===== src/rtl/agu_pkg.sv =====
// Shared definitions for the circular-buffer address generator.
// Assumes at most four pointers and four step registers, so that the
// register codes below stay fixed.
package agu_pkg;

    typedef enum logic [1:0] {
        AGU_IDLE    = 2'd0,
        AGU_DIRECT  = 2'd1,
        AGU_PTRDIR  = 2'd2,
        AGU_POSTMOD = 2'd3
    } agu_mode_e;

    localparam int REGCODE_W   = 4;
    localparam int PTR_CODE0   = 0;
    localparam int STEP_CODE0  = 4;
    localparam int LEN_CODE    = 8;

endpackage


===== src/rtl/agu_mask_gen.sv =====
// Block mask generator: returns (smallest power of two >= len) - 1.
// It smears the bits of len-1 to the right with a log-depth shift-or
// tree. Assumes len > 0; the result for len == 0 is unused by the caller.
module agu_mask_gen #(
    parameter int AW = 16
) (
    input  logic [AW-1:0] len_i,
    output logic [AW-1:0] mask_o
);
    localparam int STAGES = $clog2(AW);

    logic [AW-1:0] stg [STAGES+1];

    // Seed the smear with len-1.
    assign stg[0] = len_i - AW'(1);

    genvar k;
    generate
        for (k = 0; k < STAGES; k++) begin : g_smear
            // Each stage doubles the width of the filled run.
            assign stg[k+1] = stg[k] | (stg[k] >> (1 << k));
        end
    endgenerate

    assign mask_o = stg[STAGES];

endmodule


===== src/rtl/agu_circ_step.sv =====
// Next-pointer arithmetic. Adds a signed step to a pointer, either
// linearly (len == 0) or inside a circular buffer of len words whose base
// is aligned to the enclosing power of two. Wrapping uses one correction,
// so it assumes |step| <= len and an offset below len.
module agu_circ_step #(
    parameter int AW = 16
) (
    input  logic [AW-1:0] ptr_i,
    input  logic [AW-1:0] step_i,
    input  logic [AW-1:0] len_i,
    output logic [AW-1:0] next_o
);
    logic [AW-1:0]   mask;
    logic [AW-1:0]   offset;
    logic signed [AW+1:0] sum_w;
    logic signed [AW+1:0] len_w;
    logic signed [AW+1:0] fixed_w;

    agu_mask_gen #(.AW(AW)) u_mask (
        .len_i  (len_i),
        .mask_o (mask)
    );

    // Offset of the pointer inside its aligned block.
    assign offset = ptr_i & mask;
    assign len_w  = $signed({2'b00, len_i});
    assign sum_w  = $signed({2'b00, offset}) + $signed({{2{step_i[AW-1]}}, step_i});

    // Fold the stepped offset back into [0, len).
    always_comb begin
        if (sum_w < 0) begin
            fixed_w = sum_w + len_w;
        end else if (sum_w >= len_w) begin
            fixed_w = sum_w - len_w;
        end else begin
            fixed_w = sum_w;
        end
    end

    // Pick linear or circular result.
    always_comb begin
        if (len_i == '0) begin
            next_o = ptr_i + step_i;
        end else begin
            next_o = (ptr_i & ~mask) | (fixed_w[AW-1:0] & mask);
        end
    end

endmodule


===== src/rtl/agu_regfile.sv =====
// Pointer, step and length registers with one load port, one post-update
// port and a combinational readback port. A load to a pointer takes
// priority over a post-update of the same pointer in the same cycle.
// Assumes NPTR <= 4 and NSTEP <= 4 (fixed register codes).
module agu_regfile
    import agu_pkg::*;
#(
    parameter int AW    = 16,
    parameter int NPTR  = 4,
    parameter int NSTEP = 4,
    localparam int PSW  = $clog2(NPTR)
) (
    input  logic                      clk,
    input  logic                      rst_n,
    input  logic                      wr_en_i,
    input  logic [REGCODE_W-1:0]      wr_addr_i,
    input  logic [AW-1:0]             wr_data_i,
    input  logic                      upd_en_i,
    input  logic [PSW-1:0]            upd_sel_i,
    input  logic [AW-1:0]             upd_val_i,
    input  logic [REGCODE_W-1:0]      rd_addr_i,
    output logic [AW-1:0]             rd_data_o,
    output logic [NPTR-1:0][AW-1:0]   ptr_o,
    output logic [NSTEP-1:0][AW-1:0]  step_o,
    output logic [AW-1:0]             len_o
);
    logic [NPTR-1:0][AW-1:0]  ptr_q;
    logic [NSTEP-1:0][AW-1:0] step_q;
    logic [AW-1:0]            len_q;

    genvar i;
    generate
        for (i = 0; i < NPTR; i++) begin : g_ptr
            logic load_hit;
            logic upd_hit;
            assign load_hit = wr_en_i && (wr_addr_i == REGCODE_W'(PTR_CODE0 + i));
            assign upd_hit  = upd_en_i && (upd_sel_i == PSW'(i));
            // Pointer register: load first, post-update second.
            always_ff @(posedge clk) begin
                if (!rst_n) begin
                    ptr_q[i] <= '0;
                end else if (load_hit) begin
                    ptr_q[i] <= wr_data_i;
                end else if (upd_hit) begin
                    ptr_q[i] <= upd_val_i;
                end
            end
        end

        for (i = 0; i < NSTEP; i++) begin : g_step
            // Step register: written only through the load port.
            always_ff @(posedge clk) begin
                if (!rst_n) begin
                    step_q[i] <= '0;
                end else if (wr_en_i && (wr_addr_i == REGCODE_W'(STEP_CODE0 + i))) begin
                    step_q[i] <= wr_data_i;
                end
            end
        end
    endgenerate

    // Length register shared by all pointers.
    always_ff @(posedge clk) begin
        if (!rst_n) begin
            len_q <= '0;
        end else if (wr_en_i && (wr_addr_i == REGCODE_W'(LEN_CODE))) begin
            len_q <= wr_data_i;
        end
    end

    // Readback mux; unused codes return zero.
    always_comb begin
        rd_data_o = '0;
        for (int n = 0; n < NPTR; n++) begin
            if (rd_addr_i == REGCODE_W'(PTR_CODE0 + n)) rd_data_o = ptr_q[n];
        end
        for (int n = 0; n < NSTEP; n++) begin
            if (rd_addr_i == REGCODE_W'(STEP_CODE0 + n)) rd_data_o = step_q[n];
        end
        if (rd_addr_i == REGCODE_W'(LEN_CODE)) rd_data_o = len_q;
    end

    assign ptr_o  = ptr_q;
    assign step_o = step_q;
    assign len_o  = len_q;

endmodule


===== src/rtl/agu_addr_reg.sv =====
// Output stage: registers the address chosen by the request mode and
// flags it valid. Idle cycles clear the flag and hold the last address.
module agu_addr_reg
    import agu_pkg::*;
#(
    parameter int AW = 16
) (
    input  logic          clk,
    input  logic          rst_n,
    input  agu_mode_e     mode_i,
    input  logic [AW-1:0] direct_addr_i,
    input  logic [AW-1:0] ptr_val_i,
    output logic [AW-1:0] addr_o,
    output logic          valid_o
);
    // Capture the address for the current request.
    always_ff @(posedge clk) begin
        if (!rst_n) begin
            addr_o  <= '0;
            valid_o <= 1'b0;
        end else begin
            unique case (mode_i)
                AGU_IDLE: begin
                    valid_o <= 1'b0;
                end
                AGU_DIRECT: begin
                    addr_o  <= direct_addr_i;
                    valid_o <= 1'b1;
                end
                default: begin
                    addr_o  <= ptr_val_i;
                    valid_o <= 1'b1;
                end
            endcase
        end
    end

endmodule


===== src/rtl/modulo_agu.sv =====
// Top of the address generator for one data memory space. It issues one
// address per cycle in direct, pointer-direct or post-modify mode. Post-
// modify advances the selected pointer by a signed step, wrapping inside
// a circular buffer when the shared length register is nonzero.
// Assumes NPTR and NSTEP are powers of two no larger than four.
module modulo_agu
    import agu_pkg::*;
#(
    parameter int AW    = 16,
    parameter int NPTR  = 4,
    parameter int NSTEP = 4,
    localparam int PSW  = $clog2(NPTR),
    localparam int SSW  = $clog2(NSTEP)
) (
    input  logic                 clk,
    input  logic                 rst_n,
    input  logic [1:0]           mode_i,
    input  logic [PSW-1:0]       ptr_sel_i,
    input  logic [SSW-1:0]       mod_sel_i,
    input  logic [AW-1:0]        direct_addr_i,
    input  logic                 wr_en_i,
    input  logic [REGCODE_W-1:0] wr_addr_i,
    input  logic [AW-1:0]        wr_data_i,
    input  logic [REGCODE_W-1:0] rd_addr_i,
    output logic [AW-1:0]        rd_data_o,
    output logic [AW-1:0]        addr_o,
    output logic                 addr_valid_o
);
    agu_mode_e                mode;
    logic [NPTR-1:0][AW-1:0]  ptr_q;
    logic [NSTEP-1:0][AW-1:0] step_q;
    logic [AW-1:0]            len_q;
    logic [AW-1:0]            sel_ptr;
    logic [AW-1:0]            sel_step;
    logic [AW-1:0]            next_ptr;
    logic                     upd_en;

    assign mode     = agu_mode_e'(mode_i);
    assign sel_ptr  = ptr_q[ptr_sel_i];
    assign sel_step = step_q[mod_sel_i];
    assign upd_en   = (mode == AGU_POSTMOD);

    agu_regfile #(.AW(AW), .NPTR(NPTR), .NSTEP(NSTEP)) u_regs (
        .clk       (clk),
        .rst_n     (rst_n),
        .wr_en_i   (wr_en_i),
        .wr_addr_i (wr_addr_i),
        .wr_data_i (wr_data_i),
        .upd_en_i  (upd_en),
        .upd_sel_i (ptr_sel_i),
        .upd_val_i (next_ptr),
        .rd_addr_i (rd_addr_i),
        .rd_data_o (rd_data_o),
        .ptr_o     (ptr_q),
        .step_o    (step_q),
        .len_o     (len_q)
    );

    agu_circ_step #(.AW(AW)) u_step (
        .ptr_i  (sel_ptr),
        .step_i (sel_step),
        .len_i  (len_q),
        .next_o (next_ptr)
    );

    agu_addr_reg #(.AW(AW)) u_out (
        .clk           (clk),
        .rst_n         (rst_n),
        .mode_i        (mode),
        .direct_addr_i (direct_addr_i),
        .ptr_val_i     (sel_ptr),
        .addr_o        (addr_o),
        .valid_o       (addr_valid_o)
    );

endmodule


===== config.mk =====
export PLATFORM = sky130hd
export DESIGN_NAME = modulo_agu
export DESIGN_NICKNAME = d
export VERILOG_FILES = /design/src/rtl/agu_pkg.sv /design/src/rtl/agu_mask_gen.sv /design/src/rtl/agu_circ_step.sv /design/src/rtl/agu_regfile.sv /design/src/rtl/agu_addr_reg.sv /design/src/rtl/modulo_agu.sv
export SDC_FILE = /design/constraint.sdc
export NUM_CORES = 1
export LEC_CHECK = 0
export ABC_CLOCK_PERIOD_IN_PS = 11650
export BUFFER_PORTS_ARGS = -buffer_cell sky130_fd_sc_hd__buf_2
export CAP_MARGIN = 25
export CORE_ASPECT_RATIO = 1.1
export CORE_MARGIN = 1.5
export CORE_UTILIZATION = 45
export CTS_CLUSTER_DIAMETER = 100
export DETAILED_ROUTE_END_ITERATION = 8
export PLACE_DENSITY_LB_ADDON = 0.25
export SYNTH_ARGS = -nofsm -noshare
export SYNTH_HDL_FRONTEND = slang
export SYNTH_HIERARCHICAL = 1
export SYNTH_SLANG_ARGS = --single-unit

===== constraint.sdc =====
create_clock -name clk -period 11.65 [get_ports clk]
set_clock_uncertainty 0.15 [all_clocks]
set_input_delay 0.5825 -clock clk [delete_from_list [all_inputs] [get_ports clk]]
set_output_delay 0.5825 -clock clk [all_outputs]
set_load 0.005 [all_outputs]

* Yosys cells after proc, flatten, opt, wreduce, memory -nomap -nowiden
Cells that the tools add are included. Widths: inputs -> output; s select.
Operators by class: mux-type cells 26, $add $sub $neg 5, eq/ne operators 21, reductions and logical operators 22, bitwise operators 9, order comparisons 4
Operators with widths (count):
- $mux 16 | 22
- $bmux 16 s2 | 2
- $and 16x16->16 | 3
- $add 16x16->16 | 2
- $eq 4x3->1 const B | 8
- $pmux 16 s2 | 1
- $add 17x16->18 | 1
- $ge 18x17->1 | 1
- $lt 18x1->1 const B | 1
- $eq 4x2->1 const B | 4
- $logic_not 16->1 | 1
- $not 16->16 | 1
- $or 16x12->16 | 1
- $or 16x14->16 | 1
- $or 16x15->16 | 1
- $or 16x16->16 | 1
- $or 16x8->16 | 1
- $sub 16x1->16 const B | 1
- $sub 16x16->16 | 1
- $logic_and 1x1->1 | 13
- $eq 4x1->1 const B | 2
- $eq 4x4->1 const B | 2
- $logic_not 4->1 | 2
- $reduce_bool 2->1 | 4
- 5 further kinds | 10
Storage, ports and cells: register bits 161, input port bits 49, word-level logic and storage cells 98, output and inout bits 33

* Logic depth before layout (Yosys ltp)
word-level depth 15, depth in mapped cells 33

* Modules after synthesis
The synthesis kept the hierarchy.
By module, submodules not included:
- agu_regfile | cells each 803, area an instance 7543.5 um^2, instances 1
- agu_circ_step | cells each 542, area an instance 3772.4 um^2, instances 1
- agu_addr_reg | cells each 73, area an instance 878.3 um^2, instances 1
- modulo_agu | cells each 41, area an instance 854.6 um^2, instances 1
- agu_mask_gen | cells each 106, area an instance 706.9 um^2, instances 1

* Worst setup path before layout
Ideal clock, no wire load.
path type reg2reg, start reg u_regs.len_q[1], in the netlist u_regs/len_o[1], end reg u_regs.ptr_q, in the netlist u_regs/ptr_o[47], cell stages (with the launch flop) 34, setup slack 5.073 ns, setup time 0.116 ns, arrival 6.311 ns, cells stage by stage dfxtp_1 > buf_4 > inv_1 > ha_1 > clkbuf_1 > o21bai_1 > and3_1 > o32ai_2 > and3_1 > nand4_1 > and2_1 > ha_1 > fa_1 > a21oi_1 > o211ai_1 > nand3_1 > nand2b_1 > a21oi_1 > xnor2_1 > ha_1 > buf_4 > a21o_1 > a2111oi_4 > nor2b_1 > a221oi_2 > nor3_2 > o22ai_2 > buf_4 > a221o_1 > o21ai_1 > a31oi_1 > mux2i_1 > nand2_1 > o211a_1
Between the ends: longest elaborated chain between the ends 15
Ends and longest elaborated chain:
- start: declaration | RTL line agu_regfile.sv:29 | logic [AW-1:0] len_q;
- start signal: assignment | RTL line agu_regfile.sv:67 | len_q <= wr_data_i;
- $sub 16x1->16 * | RTL line agu_mask_gen.sv:15 | assign stg[0] = len_i - AW'(1);
- $or 16x15->16 * | RTL line agu_mask_gen.sv:21 | assign stg[k+1] = stg[k] | (stg[k] >> (1 << k));
- $or 16x14->16 * | RTL line agu_mask_gen.sv:21
- $or 16x12->16 * | RTL line agu_mask_gen.sv:21
- $or 16x8->16 * | RTL line agu_mask_gen.sv:21
- named net u_step.mask[0] | RTL line agu_circ_step.sv:13 | logic [AW-1:0] mask;
- $and 16x16->16 * | RTL line agu_circ_step.sv:25 | assign offset = ptr_i & mask;
- $add 17x16->18 * | RTL line agu_circ_step.sv:27 | assign sum_w = $signed({2'b00, offset}) + $signed({{2{step_i[AW-1]}}, step_i});
- $sub 16x16->16 or $ge 18x17->1 (tied branches) | RTL line agu_circ_step.sv:34, agu_circ_step.sv:33
- $mux 16 | RTL line agu_circ_step.sv:33 | end else if (sum_w >= len_w) begin
- $mux 16 * | RTL line agu_circ_step.sv:31 | if (sum_w < 0) begin
- $and 16x16->16 * | RTL line agu_circ_step.sv:45 | next_o = (ptr_i & ~mask) | (fixed_w[AW-1:0] & mask);
- $or 16x16->16 * | RTL line agu_circ_step.sv:45
- $mux 16 * | RTL line agu_circ_step.sv:42 | if (len_i == '0) begin
- named net next_ptr[15] | RTL line modulo_agu.sv:35 | logic [AW-1:0] next_ptr;
- $mux 16 * | RTL line agu_regfile.sv:44 | end else if (upd_hit) begin
- $mux 16 * | RTL line agu_regfile.sv:42 | end else if (load_hit) begin
- end signal: indexed assignment | RTL line agu_regfile.sv:43 | ptr_q[i] <= wr_data_i;
- end signal: indexed assignment | RTL line agu_regfile.sv:45 | ptr_q[i] <= upd_val_i;
- end: declaration | RTL line agu_regfile.sv:27 | logic [NPTR-1:0][AW-1:0] ptr_q;
Mark *: on every way through the listed nets, which the timed path passes. The rest lies on a longest branch. The select of a mux whose other input is x is not followed. A chain may end at the register's enable or synchronous reset.

* Final worst setup path
start reg u_regs.len_q[1], in the netlist u_regs/len_o[1], end reg u_regs.ptr_q, in the netlist u_regs/ptr_o[5]
Same word-level chain as after synthesis.

==> flow_summary.toml <==
[yosys]
synth_area_leaders = "dfxtp_1 23%, mux2i_1 9.5%, o211a_1 6.0%"
ys_ff_latch = 161
ys_seq_area_share_pct = 23.43
yosysUniqueCellTypes = 96
synth_common_cells = "193 x nand2_1, 161 x dfxtp_1, 130 x mux2i_1, 83 x o211a_1, 72 x a21oi_1"
mappedNetlistArea_um2 = 13760
yosys_most_used_dff = "dfxtp_1"
syn_inst = 1565
avgSynthCellArea_um2 = 8.790
synthesis.nets = 1683
synth_top_area_cell = "dfxtp_1"
yosys_warnings = 6
yosysMostFrequentCell = "nand2_1"
async_flop_share_pct = 0
synth_top_area_share_pct = 23.43
synth_edf_count = 0

[floorplan]
initial_utilization_pct = 46.14
die-area_um2 = 31630
rows = 66
die_w_um = 169.7
die_h_um = 186.4
core_area_um2 = 29810
io_pins = 82

[clocking]
cts_tree = "built"
clockBufferDepth = 2
clk_latency_ns = 0.45
cts_buffers = 17
ctsHoldBuffers = 0
path_clk_slew_ns = 0.07
ctsRootBufferMaster = "clkbuf_16"
cts_setup_buffers = 0
cts_max_level = 4
post_cts_resized = 0
clock-sinks = 161

[global_route]
grt_pass1_wl_um = 69810
grt_max_degree = 101
antenna_found_initial = 1
grt_pass1_vias = 11851
grt.total_usage_pct = 28.75
overflow = 0

[run_status]
status = "finished clean"

[power_and_ir_drop]
power.density_nw_per_um2 = 105.1
leakage_nw = 7.055
vdd_drop_max_uv = 100.7
total_power_w = 0.001542

[timing]
setup_ws_ns = 3.711
fmax_mhz = 126.0
final_hold_viol_count = 0
slew_violations = 0
period_needed_ns = 7.939
setup-tns-final_ns = 0
fin_crit_sh_pct = 68.14
worst_slew_pin_slew_ns = 1.008
maxSlewHeadroom_pct = 32.83
whs_ns = 0.3145
rsz0062_at_grt = "no"
setup_viol = 0

[worst_setup_path]
crit_fanout = 14
r2r_end = "u_regs/ptr_o[5]"
cpMostUsedCell = "ha_1"
arrival_ns = 8.18
critical_path_required_ns = 11.89
startpoint_type = "flop"
slowest_delay_ns = 0.66
reg2reg_from = "u_regs/len_o[1]"
cp_slowest_cell = "dfxtp_1"
worst-r2r-cell-count = 29
crit_type = "flop to flop"
crit_path_end_kind = "flop"
reg2reg_slack_ns = 3.71

[routing]
routed_wl_um = 45670
ant_nets = 0
wl_per_cell_um = 23.09
dr_wl_met3_um = 3203
dr.pass1.iters = 5
vias = 12355
avgViaCountPerCell = 6.246
routed.top_layer = "met4"
wl_met2_um = 21430
drc = 0
met1Wirelength_um = 19270
drt_iter0_drc = 1117

[placement]
dp_hpwl_um = 33220
place_ws_ns = 3.860
globalplace.congestion = 0.9529
place_area_um2 = 14100
port_buffers = 81

[final_layout]
drive_above_1_share_pct = 14.28
stdcell_area_um2 = 14670
synthToLayoutAreaGrowth_pct = 6.649
seq_area_um2 = 3223
fillCellCount = 2891
nNetsFinal = 1674
multi_input_area_um2 = 9622

[worst_hold_path]
hold_class = "flop to flop"
hold_path_startpoint = "u_regs/step_o[14]"
min_delay_path_depth = 2
hold_path_end = "u_regs/step_o[14]"

[flow_run]
drv_cap = 0
[worst max path at each step]
stage                          from               end  slack, ns  cells past startpoint
floorplan           u_regs/len_o[1]  u_regs/ptr_o[47]       5.07                     33
global placement    u_regs/len_o[1]   u_regs/ptr_o[5]       4.05                     29
detailed placement  u_regs/len_o[1]   u_regs/ptr_o[5]       3.86                     29
CTS                 u_regs/len_o[1]   u_regs/ptr_o[5]       3.79                     29
global route        u_regs/len_o[1]  u_regs/ptr_o[53]       3.16                     29
finish              u_regs/len_o[1]   u_regs/ptr_o[5]       3.71                     29
[stage by stage]
| step | utilization (%) | std cells |
|---|---|---|
| floorplan | - | 1565 |
| global placement | 47.31 | 1945 |
| detailed placement | 47.31 | 1945 |
| CTS | 49.20 | 1977 |
| global route | 49.21 | 1978 |
| finish | 49.21 | 1978 |
[kinds of logic after synthesis]
group / Yosys count / share of synthesized area (%)
AO/OA/AOI/OAI: 417 / 23.18
buffers and inverters: 183 / 6.740
XOR/XNOR: 46 / 2.929
AND/OR/NAND/NOR: 496 / 19.01
flip-flops: 161 / 23.43
adder cells (fa/ha/maj): 69 / 6.494
multiplexers: 193 / 18.22
[cells in the final DEF, fill, tap and decap left out, drive strengths merged, types with 28 or more instances in the layout]
| cell type | synthesis | layout |
|---|---|---|
| mux2i | 130 | 130 |
| dfxtp | 161 | 161 |
| mux4 | 37 | 37 |
| buf | 77 | 98 |
| xnor2 | 28 | 28 |
| a21boi | 34 | 34 |
| o21ai | 58 | 58 |
| nand2 | 193 | 193 |
| nor2b | 55 | 55 |
| a21oi | 73 | 73 |
| nor2 | 57 | 57 |
| ha | 65 | 65 |
| o211a | 83 | 83 |
| inv | 57 | 60 |
[power breakdown]
part | leakage [nW] | internal [W] | total (W) | switching [W]
clock | 0.260 | 0.000296 | 0.000551 | 0.000254
combinational | 5.49 | 0.000157 | 0.000413 | 0.000256
sequential | 1.30 | 0.000566 | 0.000579 | 0.0000130
[layout make-up]
| class | instances | share of cell area [%] |
|---|---|---|
| diodes | 1 | 0.01706 |
| clock buffers | 18 | 2.925 |
| clock inverters | 14 | 0.9126 |
| inverters | 57 | 1.458 |
| multi-input cells | 1221 | 65.59 |
| flip-flops and latches | 161 | 21.97 |
| well taps | 408 | 3.480 |
| repair buffers | 98 | 3.650 |
[state kept, by name, indices dropped and copies added, names as in the netlist]
register / cells
u_out/addr_o: 16
u_out/valid_o: 1
u_regs/len_o: 16
u_regs/step_o: 64
u_regs/ptr_o: 64
[critical path, delay by kind of cell (launching register included)]
family,cells,cell delay [ns]
and+or+nand+nor,10,1.58
xor gates and xnor gates,1,0.12
adders and majority gates,4,1.47
muxes,1,0.16
AOI/OAI and AO/OA,12,3.59
DFF,1,0.66
buffers and inverters,1,0.15
[routing by layer]
| metal | vias up | track usage, % |
|---|---|---|
| met5 | - | 0 |
| met4 | 0 | 12.76 |
| met3 | 90 | 4.348 |
| met2 | 519 | 46.83 |
| met1 | 5996 | 37.49 |
| li1 | 5750 | - |
Note: power is estimated with default switching activity, not from simulation.
